<file path="config.mk">
export PLATFORM = sky130hd
export DESIGN_NAME = alarm_sleep_ctrl
export DESIGN_NICKNAME = d
export VERILOG_FILES = /design/src/rtl/asc_pkg.sv /design/src/rtl/asc_datapath.sv /design/src/rtl/asc_control.sv /design/src/rtl/alarm_sleep_ctrl.sv
export SDC_FILE = /design/constraint.sdc
export NUM_CORES = 1
export LEC_CHECK = 0
export BUFFER_PORTS_ARGS = -buffer_cell sky130_fd_sc_hd__buf_2
export CAP_MARGIN = 20
export CELL_PAD_IN_SITES_DETAIL_PLACEMENT = 1
export CELL_PAD_IN_SITES_GLOBAL_PLACEMENT = 1
export CORE_MARGIN = 3
export CORE_UTILIZATION = 39
export CTS_BUF_LIST = sky130_fd_sc_hd__clkbuf_4
export CTS_CLUSTER_DIAMETER = 50
export DETAILED_ROUTE_END_ITERATION = 16
export PLACE_DENSITY = 0.84
export SLEW_MARGIN = 20
export SYNTH_ARGS = -nofsm -noshare
export SYNTH_HDL_FRONTEND = slang
export SYNTH_SLANG_ARGS = --single-unit
</file>
<file path="constraint.sdc">
create_clock -name clk -period 1.7 [get_ports clk]
set_input_delay 0.425 -clock clk [delete_from_list [all_inputs] [get_ports clk]]
set_output_delay 0.425 -clock clk [all_outputs]
set_load 0.05 [all_outputs]
</file>
<file path="src/rtl/asc_pkg.sv">
package asc_pkg;
  typedef struct packed {
    logic winClr;
    logic winStep;
    logic snzLoad;
    logic snzStep;
    logic slpLoad;
    logic slpClr;
    logic slpStep;
  } ascStrobe_t;

  typedef enum logic [1:0] {
    ST_IDLE   = 2'd0,
    ST_RING   = 2'd1,
    ST_SNOOZE = 2'd2
  } almState_t;
endpackage

</file>
<file path="src/rtl/asc_datapath.sv">
module asc_datapath
  import asc_pkg::*;
#(
  parameter int HR_W    = 5,
  parameter int MIN_W   = 6,
  parameter int WIN_MIN = 119,
  parameter int SNZ_MIN = 9
) (
  input  logic             clk,
  input  logic             rstN,
  input  logic             tick2Hz,
  input  logic [HR_W-1:0]  curHour,
  input  logic [MIN_W-1:0] curMin,
  input  logic [HR_W-1:0]  almHour,
  input  logic [MIN_W-1:0] almMin,
  input  logic             snoozeLvl,
  input  logic             sleepSetLvl,
  input  logic             sleepLongSel,
  input  ascStrobe_t       stb,
  output logic             minEdge,
  output logic             timeMatch,
  output logic             winDone,
  output logic             snzLast,
  output logic             snzPress,
  output logic             setRise,
  output logic             sleepNz,
  output logic             gate,
  output logic             sleepHr,
  output logic [MIN_W-1:0] sleepMin
);
  localparam int WIN_W = $clog2(WIN_MIN);
  localparam int SNZ_W = $clog2(SNZ_MIN + 1);
  localparam logic [MIN_W-1:0] MIN_TOP = MIN_W'(59);

  logic [MIN_W-1:0] prevMin;
  logic             primed;
  logic             snzQ;
  logic             setQ;
  logic [WIN_W-1:0] winCnt;
  logic [SNZ_W-1:0] snzCnt;

  assign minEdge   = primed && (curMin != prevMin);
  assign timeMatch = (curHour == almHour) && (curMin == almMin);
  assign winDone   = (winCnt == WIN_W'(WIN_MIN - 1));
  assign snzLast   = (snzCnt == SNZ_W'(1));
  assign snzPress  = snoozeLvl && !snzQ;
  assign setRise   = sleepSetLvl && !setQ;
  assign sleepNz   = sleepHr || (sleepMin != '0);

  always_ff @(posedge clk or negedge rstN) begin
    if (!rstN) begin
      prevMin <= '0;
      primed  <= 1'b0;
      snzQ    <= 1'b0;
      setQ    <= 1'b0;
      gate    <= 1'b0;
    end else begin
      prevMin <= curMin;
      primed  <= 1'b1;
      snzQ    <= snoozeLvl;
      setQ    <= sleepSetLvl;
      if (tick2Hz) gate <= !gate;
    end
  end

  always_ff @(posedge clk or negedge rstN) begin
    if (!rstN) begin
      winCnt <= '0;
    end else if (stb.winClr) begin
      winCnt <= '0;
    end else if (stb.winStep) begin
      winCnt <= winCnt + WIN_W'(1);
    end
  end

  always_ff @(posedge clk or negedge rstN) begin
    if (!rstN) begin
      snzCnt <= '0;
    end else if (stb.snzLoad) begin
      snzCnt <= SNZ_W'(SNZ_MIN);
    end else if (stb.snzStep && snzCnt != '0) begin
      snzCnt <= snzCnt - SNZ_W'(1);
    end
  end

  always_ff @(posedge clk or negedge rstN) begin
    if (!rstN) begin
      sleepHr  <= 1'b0;
      sleepMin <= '0;
    end else if (stb.slpLoad) begin
      sleepHr  <= sleepLongSel;
      sleepMin <= MIN_TOP;
    end else if (stb.slpClr) begin
      sleepHr  <= 1'b0;
      sleepMin <= '0;
    end else if (stb.slpStep) begin
      if (sleepMin == '0) begin
        sleepHr  <= 1'b0;
        sleepMin <= MIN_TOP;
      end else begin
        sleepMin <= sleepMin - MIN_W'(1);
      end
    end
  end

  AST_SLEEP_LOAD: assert property (@(posedge clk) disable iff (!rstN)
    setRise |=> (sleepMin == MIN_TOP && sleepHr == $past(sleepLongSel)));
  AST_SLEEP_RANGE: assert property (@(posedge clk) disable iff (!rstN)
    sleepMin <= MIN_TOP);
  AST_SNZ_CLEAR: assert property (@(posedge clk) disable iff (!rstN)
    (snzPress && !setRise) |=> (!sleepNz));
  AST_WIN_BOUND: assert property (@(posedge clk) disable iff (!rstN)
    winCnt <= WIN_W'(WIN_MIN - 1));
  AST_SNZ_BOUND: assert property (@(posedge clk) disable iff (!rstN)
    snzCnt <= SNZ_W'(SNZ_MIN));
endmodule

</file>
<file path="src/rtl/asc_control.sv">
module asc_control
  import asc_pkg::*;
(
  input  logic       clk,
  input  logic       rstN,
  input  logic       tick2Hz,
  input  logic       toneClk,
  input  logic       alarmOffLvl,
  input  logic       sleepSetLvl,
  input  logic       minEdge,
  input  logic       timeMatch,
  input  logic       winDone,
  input  logic       snzLast,
  input  logic       snzPress,
  input  logic       setRise,
  input  logic       sleepNz,
  input  logic       gate,
  output ascStrobe_t stb,
  output logic       alarmTone
);
  almState_t state, nextState;

  always_comb begin
    nextState = state;
    stb       = '0;
    unique case (state)
      ST_IDLE: begin
        if (minEdge && timeMatch && !alarmOffLvl) begin
          nextState  = ST_RING;
          stb.winClr = 1'b1;
        end
      end
      ST_RING, ST_SNOOZE: begin
        stb.winStep = minEdge && !winDone;
        stb.snzStep = minEdge && (state == ST_SNOOZE);
        if (alarmOffLvl) begin
          nextState = ST_IDLE;
        end else if (minEdge && winDone) begin
          nextState = ST_IDLE;
        end else if (snzPress) begin
          nextState   = ST_SNOOZE;
          stb.snzLoad = 1'b1;
        end else if (state == ST_SNOOZE && minEdge && snzLast) begin
          nextState = ST_RING;
        end
      end
      default: nextState = ST_IDLE;
    endcase

    stb.slpLoad = setRise;
    stb.slpClr  = snzPress && !setRise;
    stb.slpStep = !setRise && !snzPress && sleepNz &&
                  (sleepSetLvl ? tick2Hz : minEdge);
  end

  always_ff @(posedge clk or negedge rstN) begin
    if (!rstN) begin
      state     <= ST_IDLE;
      alarmTone <= 1'b0;
    end else begin
      state     <= nextState;
      alarmTone <= (state == ST_RING) && gate && toneClk;
    end
  end

  AST_TONE_IDLE: assert property (@(posedge clk) disable iff (!rstN)
    (state == ST_IDLE) |=> !alarmTone);
  AST_SNOOZE_MUTE: assert property (@(posedge clk) disable iff (!rstN)
    (state == ST_SNOOZE) |=> !alarmTone);
  AST_OFF_ENDS: assert property (@(posedge clk) disable iff (!rstN)
    alarmOffLvl |=> (state == ST_IDLE));
  AST_START_ON_EDGE: assert property (@(posedge clk) disable iff (!rstN)
    (state == ST_IDLE && !minEdge) |=> (state == ST_IDLE));
endmodule

</file>
<file path="src/rtl/alarm_sleep_ctrl.sv">
module alarm_sleep_ctrl
  import asc_pkg::*;
#(
  parameter int HR_W    = 5,
  parameter int MIN_W   = 6,
  parameter int WIN_MIN = 119,
  parameter int SNZ_MIN = 9
) (
  input  logic             clk,
  input  logic             rstN,
  input  logic             tick2Hz,
  input  logic             toneClk,
  input  logic [HR_W-1:0]  curHour,
  input  logic [MIN_W-1:0] curMin,
  input  logic [HR_W-1:0]  almHour,
  input  logic [MIN_W-1:0] almMin,
  input  logic             snoozeLvl,
  input  logic             alarmOffLvl,
  input  logic             sleepSetLvl,
  input  logic             sleepLongSel,
  output logic             alarmTone,
  output logic             sleepOut,
  output logic             sleepHr,
  output logic [MIN_W-1:0] sleepMin
);
  ascStrobe_t stb;
  logic minEdge, timeMatch, winDone, snzLast, snzPress, setRise, sleepNz, gate;

  asc_datapath #(
    .HR_W(HR_W), .MIN_W(MIN_W), .WIN_MIN(WIN_MIN), .SNZ_MIN(SNZ_MIN)
  ) uDp (
    .clk(clk), .rstN(rstN), .tick2Hz(tick2Hz),
    .curHour(curHour), .curMin(curMin), .almHour(almHour), .almMin(almMin),
    .snoozeLvl(snoozeLvl), .sleepSetLvl(sleepSetLvl), .sleepLongSel(sleepLongSel),
    .stb(stb), .minEdge(minEdge), .timeMatch(timeMatch), .winDone(winDone),
    .snzLast(snzLast), .snzPress(snzPress), .setRise(setRise), .sleepNz(sleepNz),
    .gate(gate), .sleepHr(sleepHr), .sleepMin(sleepMin)
  );

  asc_control uCtl (
    .clk(clk), .rstN(rstN), .tick2Hz(tick2Hz), .toneClk(toneClk),
    .alarmOffLvl(alarmOffLvl), .sleepSetLvl(sleepSetLvl),
    .minEdge(minEdge), .timeMatch(timeMatch), .winDone(winDone),
    .snzLast(snzLast), .snzPress(snzPress), .setRise(setRise),
    .sleepNz(sleepNz), .gate(gate), .stb(stb), .alarmTone(alarmTone)
  );

  assign sleepOut = sleepNz;
endmodule

</file>
## Word level (Yosys, flattened, before mapping)

Cells that the tools add are included.

| operators by class | value |
|---|---|
| add/sub/neg operators | 3 |
| equal/unequal tests | 9 |
| multiplexer cells | 25 |
| reduce and logical (&&, ||, !) cells | 36 |

Operators by type and width:

| cell | count |
|---|---|
| 2-to-1 mux 6 bit | 4 |
| logical AND 1 bit | 17 |
| 2-to-1 mux 7 bit | 2 |
| 2-to-1 mux 1 bit | 10 |
| 2-to-1 mux 2 bit | 5 |
| 2-to-1 mux 4 bit | 2 |
| adder 7 x 1 -> 7 bit, second input constant | 1 |
| == test 7 bit, second input constant | 1 |
| zero test 1 bit | 7 |
| == test 6 bit | 1 |
| zero test 6 bit | 1 |
| != test 6 bit | 1 |
| nonzero test 3 bit | 2 |
| nonzero test 6 bit | 1 |
| subtractor 6 x 1 -> 6 bit, second input constant | 1 |
| == test 5 bit | 1 |
| != test 5 x 2 -> 1 bit, second input constant | 1 |
| == test 4 x 1 -> 1 bit, second input constant | 1 |
| one-hot mux 2 bit (2 select lines) | 1 |
| AND reduction 2 bit | 2 |
| nonzero test 2 bit | 2 |
| nonzero test 4 bit | 1 |
| subtractor 4 x 1 -> 4 bit, second input constant | 1 |
| 2-to-1 mux 3 bit | 1 |
| 6 further kinds | 6 |

| word-level totals | value |
|---|---|
| register bits | 31 |
| output and inout port bits | 9 |

## Longest topological paths before layout

Gate-level depths: netlist (run 1).

| depth | value |
|---|---|
| depth in word-level cells | 9 |
| depth in mapped cells | 9 |
| depth with buffers taken out | 8 |

## Cells and area by module

From an unflattened synthesis (run 1), not the netlist that was laid out.

| second synthesis, totals | value |
|---|---|
| cells, all modules | 175 |
| area, all modules | 1,775.5 µm² |

By module, submodules not included:

| module | instances | cells each | area each (µm²) | seq. area each (µm²) |
|---|---|---|---|---|
| asc_datapath | 1 | 141 | 1,476.4 | 700.7 |
| asc_control | 1 | 34 | 299.0 | 75.1 |

## Worst setup path after synthesis (run 1)

Ideal clock, no wire load.

| timing path | value |
|---|---|
| path kind | reg-to-reg |
| from | register uDp.sleepMin[0] |
| to | register uDp.sleepMin[3] |
| data arrival time | 1.971 ns |
| required time | 1.580 ns |
| setup slack | -0.391 ns |
| stages on the path, launching flop included | 8 |
| path buffers | 0 |
| period minus slack after synthesis | 2.091 ns |
| cells stage by stage | dfrtp_1 -> inv_1 -> ha_1 -> nand3b_1 -> nor2_1 -> o311a_4 -> nand2b_1 -> o22a_2 |

| between the ends | value |
|---|---|
| cells in the longest elaborated chain, start to end | 5 |
| elaborated cells on any way between the ends | 11 |
| those cells by class | add/sub: 1; mux: 4; reduce/logical: 6 |

RTL lines:

| what | RTL line | RTL |
|---|---|---|
| start, declared | asc_datapath.sv:29 | `output logic [MIN_W-1:0] sleepMin` |
| start signal, assigned | asc_datapath.sv:101 | `sleepMin <= sleepMin - MIN_W'(1);` |
| subtractor 6 x 1 -> 6 bit (tied with other cells) | asc_datapath.sv:101 |  |
| 2-to-1 mux 6 bit / logical OR 1 bit (equally long branches) | asc_datapath.sv:97, asc_datapath.sv:48 |  |
| 2-to-1 mux 6 bit / logical AND 1 bit (equally long branches) | asc_datapath.sv:96, asc_control.sv:52 |  |
| 2-to-1 mux 6 bit / logical AND 1 bit (equally long branches) | asc_datapath.sv:93, asc_control.sv:52 |  |
| 2-to-1 mux 6 bit / nonzero test 3 bit (equally long branches) | n/a |  |

Parallel ways exist; a longest one is shown, timed or not. The select of a mux whose other input is x is not followed.
A chain may end at the register's enable or synchronous reset.

## Final worst setup path (run 1)

| timing path | value |
|---|---|
| from | register uDp.sleepMin[4] |
| to | output sleepOut |

| between the ends | value |
|---|---|
| cells in the longest elaborated chain, start to end | 2 |

RTL lines:

| what | RTL line | RTL |
|---|---|---|
| nonzero test 6 bit | asc_datapath.sv:48 | `assign sleepNz = sleepHr \|\| (sleepMin != '0);` |
| logical OR 1 bit | asc_datapath.sv:48 |  |
| end, declared | alarm_sleep_ctrl.sv:22 | `output logic sleepOut,` |

No other way between the ends.

==> results of run 1 <==
## cell type report
class,count,area [um^2]
clock buffers,7,52.55
clock inverters,1,5.005
fillers,496,1724
inverters,12,45.04
multi-input cells,138,1169
flip-flops and latches,31,782.0
well taps,52,65.06
repair buffers,80,571.8
## critical path, cell delays in order (launching register included)
cell	delay [ns]
dfrtp_2	0.45
nor3_4	0.24
nand3b_1	0.15
nor2_2	0.14
inv_2	0.05
buf_6	0.14
## timing repair
action	4_1_cts	5_1_grt
hold buffers	1	0
hold endpoints to repair	14	0
endpoints found under the setup margin	21	21
buffers inserted	11	7
pin swaps	23	18
gates resized for setup	34	29
## power groups by stage
stage	registers [mW]	clock network [mW]	logic (mW)
after floorplan	1.11	0	0.247
after global placement	0.909	0	0.694
after detailed placement	0.918	0	0.718
after CTS	0.907	0.472	0.844
after global routing	0.926	0.511	0.990
final	0.915	0.475	0.925
## cells in the mapped netlist (5+ instances only)
master,count
a21oi_1,9
dfrtp_1,31
ha_1,11
inv_1,12
nand2_1,6
nand2b_1,6
nand3_1,6
nand4_1,5
nor2_1,19
nor3_1,6
o21ai_0,8
xnor2_1,5
xor2_1,21
## state kept, by name (all words and copies together) (netlist names), 2 cells and up
register,count
uDp.snzCnt,4
uDp.prevMin,6
uDp.sleepMin,6
uDp.winCnt,7
uCtl.state,2
## cell families after synthesis
group / Yosys count
and+or+nand+nor: 64
AOI/OAI and AO/OA: 35
DFF: 31
xor gates and xnor gates: 26
buffers and inverters: 16
adders and majority gates: 11
other: 1
muxes: 1
## worst paths after layout
check                                       startpoint                          end  slack, ns  cells past startpoint
min in group asynchronous                         rstN           uDp.setQ$_DFF_PN0_       0.57                      2
max in group asynchronous                         rstN  uDp.sleepMin[4]$_DFFE_PN0P_       0.66                      3
hold / removal                               snoozeLvl           uDp.snzQ$_DFF_PN0_       0.21                      1
hold reg to reg                   uDp.gate$_DFFE_PN0P_         uDp.gate$_DFFE_PN0P_       0.47                      1
setup / recovery           uDp.sleepMin[4]$_DFFE_PN0P_                     sleepOut      -0.23                      5
setup reg to reg              uDp.prevMin[3]$_DFF_PN0_    uDp.winCnt[6]$_DFFE_PN0P_      -0.19                      8
## metal layers
layer  routed length (um)  up-vias  GRT usage (%)
met2                 3666       60          41.93
met5                    0        -              0
met4                  214        0          10.67
met1                 2572      901          28.84
li1                     -      806              -
met3                  299       15          5.541
==> results_dict.tcl, run 1 <==
set metrics [dict create \
    status "complete, but fails checks" \
    violations "setup timing" \
    p_leak_nw 1.247 \
    synthDistinctLibCells 43 \
    layout_common_cells "buf_2 (37), buf_4 (28), dfrtp_1 (26)" \
    grt_usage_pct 24.26 \
    worst_setup_path_start_kind "register" \
    area_growth_syn_to_layout_pct 48.07 \
    wl_per_cell_um 21.03 \
    synth_nets 226 \
    io_pins 39 \
    cts-root-buf "clkbuf_4" \
    synth.area.top_cells "dfrtp_1 (43%), xor2_1 (10%), ha_1 (7.6%)" \
    clk_pin_slew_ns 0.09 \
    seqPwrFrac_pct 39.5 \
    grt_pass1_wl_mm 9.708 \
    syn_inst 185 \
    synthArstFlopShare_pct 100.0 \
    fin_crit_sh_pct 113.5 \
    setup_tns_ns -1.584 \
    firstDrtPassIters 4 \
    port_buffers 38 \
    p_clk_share_pct 20.5 \
    rsz0062_at_grt "yes" \
    worst-path-max-fanout 4 \
    grt_antenna_before_repair 0 \
    end_kind "output pin" \
    ys.flop_type "dfrtp_1" \
    yosys.area_share.adder_pct 7.576 \
    fmax_mhz 518.2 \
    die_h_um 74.25 \
    timing.hold.ws_ns 0.2125 \
    crit_type "reg -> out" \
    finalMaxSlewViolations 0 \
    coreArea_um2 4414 \
    fin_worst_skew_ns 0.01623 \
    final_common_cell "buf_2" \
    clk_latency_ns 0.36 \
    cts_buffers 5 \
    cts_buffer_depth 2 \
    syn_avg_cell_area_um2 9.820 \
    peakVddDrop_uv 402.3 \
    cts_sinks 31 \
    total_switching_power_mw 0.9218 \
    synth-compound-area-share_pct 13.36 \
    fin_area_um2 2690 \
    p_per_area_nw_per_um2 860.7 \
    gp_congestion 0.8497 \
    postRouteAntennaNets 0 \
    p_int_mw 1.394 \
    num_vias 1782 \
    synth_mux_area_share_pct 0.5510 \
    layout.nets 309 \
    synth_edf_count 0 \
    layout.cells.non_filler 321 \
    num_rows 24 \
    dpl_worst_slack_ns -0.3455 \
    synthSimpleGateAreaFrac_pct 18.94 \
    htree_levels 2 \
    dieArea_um2 5513 \
    yosysSeqAreaShare_pct 42.70 \
    ys_ff_latch 31 \
    synth_top_area_cell "dfrtp_1" \
    drive_above_1_share_pct 50.56 \
    grt_pass1_vias 1940 \
    power_frac_comb_pct 40.0 \
    chipWidth_um 74.25 \
    placed_area_um2 2281 \
    avgViaCountPerCell 5.551 \
    finalCriticalPeriod_ns 1.930 \
    ys_warn_count 0 \
    drv_cap 0 \
    wl_mm 6.752 \
    cts_tree "yes" \
    drtIter0Drc 76 \
    diodes 0 \
    synth_xor_area_share_pct 12.53 \
    swShare_pct 39.81 \
    setup_viol 17 \
    setup_slack_ns -0.2296 \
    grt-ovfl-total 0 \
    final_core_util_pct 60.94 \
    synth_top_family_by_area "simple AND/OR/NAND/NOR gates" \
    cp.arrival_ns 1.50 \
    place_inst 297 \
    worst_hold_path_type "in -> reg" \
    synth.top_cell.area_share_pct 42.70 \
    dp_hpwl_mm 4.007 \
    drc 0 \
    start_util_pct 41.16 \
    grt_max_degree 17 \
    timing_hold_violations_final 0 \
    netlist_area_um2 1817 \
    total_power_mw 2.315 \
    cp.required_ns 1.27 \
]
(Power assumes the default switching activity.)
==> run 2, diff against run 1 <==
Settings changed: CORE_ASPECT_RATIO from default to 0.5.
==> run 2 against run 1 <==
Effect of this change: critical path type unchanged; non-clock buffer count rose by 8; cell count rose by 3.1%; sequential cell count did not move; clock power fell by 5.1%; die area rose by 0.90%; wire length rose by 15%; count of clock-buffer cells in the layout fell by 1; the flow still finishes with violations (setup timing).
==> results_dict.tcl, run 2 (synthesized netlist as in run 1, its figures left out) <==
set metrics [dict create \
    postRouteAntennaNets 0 \
    multi_input_area_um2 1196 \
    crit_type "reg -> out" \
    largest_reg_flops 7 \
    end_kind "output pin" \
    largestRegisters "uDp.winCnt x7, uDp.prevMin x6, uDp.sleepMin x6" \
    total_switching_power_mw 0.9456 \
    fin_crit_sh_pct 116.1 \
    layout_common_cells "buf_4 (40), buf_2 (36), dfrtp_1 (26)" \
    status "complete, but fails checks" \
    p_per_area_nw_per_um2 842.9 \
    avgViaCountPerCell 5.949 \
    grt_antenna_before_repair 0 \
    setup_slack_ns -0.2736 \
    crit_path_top_delay_cell "dfrtp_2" \
    dieArea_um2 5563 \
    dp_hpwl_mm 3.985 \
    finalMaxSlewViolations 0 \
    p_leak_nw 1.282 \
    num_vias 1969 \
    cp.required_ns 1.27 \
    htree_levels 2 \
    grt_max_degree 18 \
    final_common_cell "buf_4" \
    clk_pin_slew_ns 0.13 \
    cts_sinks 31 \
    area_growth_syn_to_layout_pct 52.48 \
    timing_hold_violations_final 0 \
    rsz0062_at_grt "yes" \
    cts-root-buf "clkbuf_4" \
    die_h_um 54.26 \
    p_clk_share_pct 19.3 \
    swShare_pct 40.49 \
    setup_tns_ns -3.210 \
    n_fill_cell 470 \
    chipWidth_um 102.5 \
    drive_above_1_share_pct 50.18 \
    grt_usage_pct 26.41 \
    wl_met2_mm 3.886 \
    worst_setup_path_start_kind "register" \
    clk_latency_ns 0.37 \
    peakVddDrop_uv 436.4 \
    drt-met1-wl_mm 2.898 \
    finalCriticalPeriod_ns 1.974 \
    violations "setup timing" \
    drtIter0Drc 92 \
    coreArea_um2 4184 \
    final_core_util_pct 66.21 \
    fin_worst_skew_ns 0.03604 \
    cts_tree "yes" \
    cp.arrival_ns 1.55 \
    slowest_delay_ns 0.45 \
    maxUsedRoutingLayer "met4" \
    regMostFlops "uDp.winCnt" \
    num_rows 16 \
    setup_viol 21 \
    wl_mm 7.755 \
    port_buffers 38 \
    diodes 0 \
    worst-path-max-fanout 2 \
    start_util_pct 43.42 \
    grt-ovfl-total 0 \
    cts_buffer_depth 2 \
    drc 0 \
    grt_pass1_vias 2084 \
    p_int_mw 1.390 \
    gp_congestion 0.7908 \
    wl_per_cell_um 23.43 \
    regArea_um2 782.0 \
    io_pins 39 \
    drv_cap 0 \
    cts_buffers 5 \
    fmax_mhz 506.7 \
    path_cells "nor3_4 -> nand3b_1 -> nor2_2 -> inv_2 -> buf_6" \
    ff2ff_setup_slack_ns -0.25 \
    layout.nets 317 \
    seqPwrFrac_pct 39.1 \
    worst_hold_path_type "in -> reg" \
    grt_pass1_wl_mm 10.72 \
    power_frac_comb_pct 41.6 \
    dr_wl_met3_um 572 \
    firstDrtPassIters 4 \
]
[run 2: cell count changes in the layout (fill, tap and decap cells not counted), sizes merged]
cell / previous run / this run
clkinv: 1 / 2
clkbuf: 7 / 6
buf: 79 / 87
[run 2: path summary, 6_finish.rpt]
path | startpoint | end | depth (start not counted)
hold / removal | snoozeLvl | uDp.snzQ$_DFF_PN0_ | 1
max in group asynchronous | rstN | uDp.sleepMin[0]$_DFFE_PN0P_ | 3
min in group asynchronous | rstN | uCtl.alarmTone$_DFF_PN0_ | 2
setup reg to reg | uDp.prevMin[5]$_DFF_PN0_ | uDp.sleepMin[5]$_DFFE_PN0P_ | 6
setup / recovery | uDp.sleepMin[3]$_DFFE_PN0P_ | sleepOut | 5
hold reg to reg | uDp.gate$_DFFE_PN0P_ | uDp.gate$_DFFE_PN0P_ | 1
[run 2: what timing repair did]
| action | 4_1_cts | 5_1_grt |
|---|---|---|
| pin swaps | 23 | 22 |
| setup buffers | 14 | 10 |
| resized for setup | 28 | 34 |
| hold buffers | 0 | 1 |
| setup endpoints to repair | 21 | 22 |
| hold endpoints to repair | 0 | 5 |
[run 2: routing by layer]
| metal | vias to the layer above | global-route usage (%) |
|---|---|---|
| met3 | 46 | 5.471 |
| met1 | 973 | 28.95 |
| li1 | 820 | - |
| met2 | 130 | 48.93 |
| met4 | 0 | 15.25 |
| met5 | - | 0 |
[run 2: cell type report]
| cell class | instances | share of cell area (%) |
|---|---|---|
| multi-input combinational | 138 | 43.18 |
| sequential | 31 | 28.23 |
| timing repair buffer | 88 | 22.63 |
| tap | 54 | 2.439 |
| clock buffer | 6 | 1.626 |
| inverter | 12 | 1.626 |
| clock inverter | 2 | 0.2710 |
[run 2: worst max-delay path: cells and delay by family, from the launching register on]
kind | cells | cell delay, ns
AND/OR/NAND/NOR | 3 | 0.52
flip-flops | 1 | 0.45
buffers and inverters | 2 | 0.21
[run 2: stage by stage]
step	hold slack, ns	std cells	total power, mW	worst slack [ns]	area (um^2)
finish	0.1885	331	2.335	-0.2736	2770
global route	0.1824	331	2.443	-0.3107	2770
CTS	0.007775	322	2.179	-0.2001	2546
detailed placement	0.3778	305	1.654	-0.3995	2328
global placement	0.3734	305	1.620	-0.3279	2328
floorplan	0.1294	185	1.357	-0.1479	1848
[run 2: power by group through the flow]
stage / clock [mW] / sequential [mW] / combinational, mW
6_report: 0.451 / 0.912 / 0.972
5_1_grt: 0.491 / 0.922 / 1.03
4_1_cts: 0.439 / 0.906 / 0.834
3_5_place_dp: 0 / 0.914 / 0.740
3_3_place_gp: 0 / 0.903 / 0.717
2_1_floorplan: 0 / 1.11 / 0.247
